[config.mk]
export PLATFORM = sky130hd
export DESIGN_NAME = ivl_status_timer
export DESIGN_NICKNAME = d
export VERILOG_FILES = /design/src/rtl/ivl_status_timer.sv
export SDC_FILE = /design/constraint.sdc
export NUM_CORES = 1
export LEC_CHECK = 0
export CORE_AREA = 3 3 40 42
export DETAILED_ROUTE_END_ITERATION = 10
export DIE_AREA = 0 0 43 45
export HOLD_SLACK_MARGIN = 0.02
export SYNTH_ARGS = -nofsm -noshare
export SYNTH_HDL_FRONTEND = slang
export SYNTH_SLANG_ARGS = --single-unit
export TNS_END_PERCENT = 20
[constraint.sdc]
create_clock -name clk -period 3.6 [get_ports clk]
set_input_delay 1.08 -clock clk [delete_from_list [all_inputs] [get_ports clk]]
set_output_delay 1.08 -clock clk [all_outputs]
set_load 0.05 [all_outputs]
[src/rtl/ivl_status_timer.sv]
module ivl_status_timer #(
  parameter int ADDR_W     = 2,
  parameter int DATA_W     = 6,
  parameter int MAX_MULT   = 5,
  parameter int TIMER_ADDR = 2
) (
  input  logic              clk,
  input  logic              rst,
  input  logic              wr_en,
  input  logic [ADDR_W-1:0] wr_addr,
  input  logic [DATA_W-1:0] wr_data,
  input  logic              tick,
  input  logic              stat_rd,
  output logic              flag
);

  localparam int MULT_W = $clog2(MAX_MULT + 1);
  localparam logic [MULT_W-1:0] MULT_MAX = MULT_W'(MAX_MULT);
  localparam logic [MULT_W-1:0] ONE      = MULT_W'(1);

  logic [MULT_W-1:0] mult_q, cnt_q, mult_new;
  logic              load, expire;

  assign load     = wr_en && (wr_addr == ADDR_W'(TIMER_ADDR));
  assign mult_new = (wr_data == '0 || wr_data > DATA_W'(MAX_MULT))
                    ? MULT_MAX : wr_data[MULT_W-1:0];
  assign expire   = !load && tick && (cnt_q == mult_q - ONE);

  always_ff @(posedge clk) begin
    if (rst) begin
      mult_q <= MULT_MAX;
      cnt_q  <= '0;
    end else if (load) begin
      mult_q <= mult_new;
      cnt_q  <= '0;
    end else if (expire) begin
      cnt_q  <= '0;
    end else if (tick) begin
      cnt_q  <= cnt_q + ONE;
    end
  end

  always_ff @(posedge clk) begin
    if (rst)          flag <= 1'b0;
    else if (expire)  flag <= 1'b1;
    else if (stat_rd) flag <= 1'b0;
  end

endmodule

### After elaboration in Yosys (flattened, before gate mapping)

Cells that the tools add are included.

| storage, ports and cells | value |
|---|---|
| memory bits (writable) | 0 |
| ROM bits | 0 |
| input bits | 13 |
| word-level logic and storage cells | 19 |
| register bits | 7 |
| output and inout port bits | 1 |
| bits in latches | 0 |
| memories | 0 |

| operators by class | value |
|---|---|
| multipliers | 0 |
| reduce and logical (&&, ||, !) cells | 8 |
| shift operators | 0 |
| multiplexer cells | 3 |
| $add $sub $neg | 2 |
| $lt $le $gt $ge | 1 |
| div/mod/pow operators | 0 |
| equality and inequality tests | 2 |
| bitwise logic cells | 0 |

Operator list:

| cell | number |
|---|---|
| 6-bit by 3-bit greater-than comparator with 1-bit output (second input constant) | 1 |
| 6-bit logical NOT | 1 |
| 3-bit by 1-bit adder with 3-bit output (second input constant) | 1 |
| 3-bit equality test | 1 |
| 1-bit logical AND | 3 |
| 3-bit two-way mux | 1 |
| 3-bit OR reduction | 1 |
| 3-bit by 1-bit subtractor with 3-bit output (second input constant) | 1 |
| 2-bit equality test (second input constant) | 1 |
| 1-bit two-way mux | 2 |
| 2-bit nonzero test | 1 |
| 1-bit logical NOT | 1 |
| 1-bit logical OR | 1 |

### Longest topological paths before layout

Gate-level depths: netlist (run 1).

| logic depth | value |
|---|---|
| depth in word-level cells | 6 |
| mapped depth | 5 |
| gate-level depth less buffers | 5 |

### Worst setup path after synthesis (run 1)

No wires, ideal clock.

| timing | value |
|---|---|
| path kind | in2reg |
| start | input wr_data[3] |
| end | register mult_q[2] |
| data required time | 3.483 ns |
| slack | 1.888 ns |
| cell stages on the path | 3 |
| data arrival time | 1.595 ns |
| cells stage by stage | nor3_1 > nand3_1 > o22a_1 |

| on the way | value |
|---|---|
| word-level cells in the longest chain between the ends | 3 |
| elaborated cells on any way between the ends | 4 |
| those cells by class | order compare (1); mux (1); reduce/logical (2) |

Ends and longest elaborated chain:

| element | line | RTL |
|---|---|---|
| start, declared | 11 | `input logic [DATA_W-1:0] wr_data,` |
| 6-bit by 3-bit greater-than comparator with 1-bit output / 6-bit logical NOT (equally long branches) | 25 | `assign mult_new = (wr_data == '0 \|\| wr_data > DATA_W'(MAX_MULT))` |
| 1-bit logical OR * | 25 |  |
| 3-bit two-way mux * | 26 | `? MULT_MAX : wr_data[MULT_W-1:0];` |
| end signal, assigned | 34 | `mult_q <= mult_new;` |
| end, declared | 21 | `logic [MULT_W-1:0] mult_q, cnt_q, mult_new;` |

Every way passes the cells marked *; elsewhere a longest branch is shown, timed or not.
A chain may end at the register's enable or synchronous reset.

### Final worst setup path (run 1)

| timing | value |
|---|---|
| start | register flag |
| end | output flag |

RTL lines:

| element | line | RTL |
|---|---|---|
| start, declared | 14 | `output logic flag` |
| start signal, assigned | 44 | `if (rst) flag <= 1'b0;` |
| start signal, assigned | 45 | `else if (expire) flag <= 1'b1;` |
| start signal, assigned | 46 | `else if (stat_rd) flag <= 1'b0;` |

No word-level cell between the ends.

==> results.ini, run 1 <==
[synthesis]
yosys_warnings = 0
synth-seq-cells = 7
synth_cell_types = 22
syn_nets = 56
synth_cells = 41
syn-cell-area_um2 = 400
seq_area_frac_synth_pct = 35.0
syn_area_per_cell_um2 = 9.77

[layout]
nFillCells = 120
multiInputGateArea_um2 = 245
layout_common_cells = 13 x clkdlybuf4s50_1, 7 x dfxtp_1, 4 x inv_1, 4 x nor2_1
finish.instance_area_um2 = 576
n_antenna_cell = 0
drive_above_1_share_pct = 10.3
seqCellArea_um2 = 140
final_common_cell = clkdlybuf4s50_1
fin_nets = 74
syn_to_final_growth_pct = 43.8

[pwr]
p_seq_share_pct = 44.6
fin_total_pwr_mw = 0.182
pwr-share-comb_pct = 15.9
power.leakage_nw = 0.236
clkPwrFrac_pct = 39.5
p_sw_share_pct = 23.0
internal-power_mw = 0.140
ir_worst_vdd_uv = 167
power_switching_mw = 0.0419
p_per_area_nw_per_um2 = 317

[global_route]
grt_pass1_wl_mm = 1.38
grt_max_degree = 6
overflow = 0
antenna_found_initial = 0
grt.total_usage_pct = 10.3
grt_pass1_vias = 317

[critical_path]
cp.depth = 1
slowest_stage = clkdlybuf4s50_1
critPathMaxFanout = 2
r2r_slack_ns = 2.13
cp_top_family = buffers and inverters
start_kind = register
worstPathRequired_ns = 2.52
max_stage_delay_ns = 0.80
reg2regPathDepth = 5
path_buf_inv = 1
crit_type = register to output port
crit_chain = clkdlybuf4s50_1
worstPathArrival_ns = 1.38
endpoint_kind = output port

[die]
ios = 14
initial_utilization_pct = 31.2
dieArea_um2 = 1940
placement_rows = 13
core_um2 = 1280
die_height_um = 45
fp.dieW_um = 43

[route]
wl_per_cell_um = 10.7
remaining_drc_errors = 0
drt-total-wl_um = 780
num_vias = 350
dr.pass1.iters = 3
vias_per_cell = 4.79
drt-initial-drc-count = 2
final_antenna_net_count = 0

[timing]
rsz0062_at_grt = no
fin_hold_ws_ns = 0.481
drv_slew = 0
worst_pin_slew_ns = 0.500
clock-skew-final_ns = 0.00148
fmax_ghz = 0.406
report.final.setup_viol = 0
maxSlewHeadroom_pct = 66.6
post-route-period-util_pct = 68.4
fin_tns_setup_ns = 0
fin_crit_ns = 2.46
hold_violations = 0

[clock_network]
cts_made_buffers = 3
clkLatencyLatePin_ns = 0.25
clock_path_buffers = 2
root_buffer = clkbuf_4
cts_resized = 0
clk_pin_slew_ns = 0.05
cts_hold_buffers = 0
cts_tree = built
clkSinkCount = 7
h-tree-depth = 1
postCtsSetupRepairBufs = 0

[hold_path]
hold_depth = 1
hold_class = register to register

[flow_run]
cap_violations = 0

[outcome]
outcome = completed

[place]
port_buffers = 13
placed_area_um2 = 549
gp_congestion = 0.699
hpwlAfterDp_um = 672

[final cells by class]
| class | instances | share of cell area [%] |
|---|---|---|
| clock buffer | 4 | 4.57 |
| multi-input combinational | 30 | 42.6 |
| tap | 15 | 3.26 |
| timing repair buffer | 13 | 22.6 |
| sequential | 7 | 24.3 |
| inverter | 4 | 2.61 |
[synthesized netlist by cell type, drive strengths merged]
cell / instances / area, um^2
a21o: 1 / 7.51
a21oi: 1 / 5.00
xor3: 1 / 25.0
and3b: 1 / 8.76
nand2: 2 / 7.51
xor2: 2 / 17.5
o22a: 1 / 8.76
a22o: 1 / 10.0
nand2b: 2 / 12.5
xnor2: 2 / 17.5
nand4b: 1 / 8.76
nor2: 4 / 15.0
nor3: 3 / 15.0
nor4b: 1 / 23.8
o311ai: 1 / 8.76
nand3b: 1 / 7.51
ha: 2 / 25.0
inv: 4 / 15.0
mux2i: 1 / 10.0
dfxtp: 7 / 140
nand3: 1 / 5.00
o22ai: 1 / 6.26
[sequential cells by signal (all words and copies together) (netlist names)]
name,flops
cnt_q,3
flag,1
mult_q,3
[power groups by stage]
stage	logic [mW]	clock network [mW]	registers, mW
after floorplan	0.0123	0	0.0828
after global placement	0.0293	0	0.0828
after detailed placement	0.0294	0	0.0829
after CTS	0.0295	0.0739	0.0812
after global routing	0.0320	0.0841	0.0814
final	0.0291	0.0720	0.0812
[worst paths after layout]
check             startpoint  endpoint
setup / recovery        flag      flag
hold / removal          flag      flag
setup reg to reg   mult_q[0]      flag
hold reg to reg         flag      flag
[metal layers]
layer / part of all wire (%) / wire length [um] / global-route usage, % / up-vias
met3: 4.9 / 38 / 7.17 / 2
met1: 46 / 362 / 12.2 / 158
met5: 0 / 0 / 0 / -
met2: 46 / 359 / 13.8 / 8
li1: - / - / - / 182
met4: 2.4 / 19 / 5.42 / 0
[logic make-up after synthesis]
family	after synthesis	synth area share, %
compound gates	6	11.6
simple gates	16	25.9
fa+ha+maj	2	6.25
flops	7	35.0
xor+xnor	5	15.0
mux	1	2.50
buf+inv	4	3.75
[worst register-to-register path: stages (launching register included)]
cell	delay [ns]
dfxtp_1	0.35
inv_1	0.07
ha_1	0.20
xor3_2	0.26
nor4b_4	0.35
a22o_2	0.20
[metrics by stage]
step | cells | setup WS [ns] | util [%]
final | 73 | 1.14 | 44.8
after global routing | 73 | 1.08 | 44.8
after CTS | 73 | 1.12 | 44.8
after detailed placement | 69 | 1.38 | 42.7
after global placement | 69 | 1.40 | 42.7
after floorplan | 41 | 1.89 | -
Note: power is estimated with default switching activity, not from simulation.
==> inputs of run 2 (changes only) <==
clock period = 2.2 ns   (was 3.6 ns; I/O delays follow)
==> results of run 2 <==
The final DEF is identical to that of run 1. Status: completed.
Main changes from that run: setup slack after placement 1.38 ns -> 0.395 ns; setup slack after layout 1.14 ns -> 0.159 ns; register-to-register setup slack 2.13 ns -> 0.73 ns; total power 0.182 mW -> 0.298 mW; worst IR drop on VDD 167 uV -> 274 uV
==> inputs of run 3 (changes only) <==
CTS_CLUSTER_DIAMETER = 30   (was unset)
==> results of run 3 <==
The final DEF is identical to that of run 1. Status: completed.
Main changes from that run: setup slack after placement 1.38 ns -> 0.395 ns; setup slack after layout 1.14 ns -> 0.159 ns; register-to-register setup slack 2.13 ns -> 0.73 ns; total power 0.182 mW -> 0.298 mW; worst IR drop on VDD 167 uV -> 274 uV
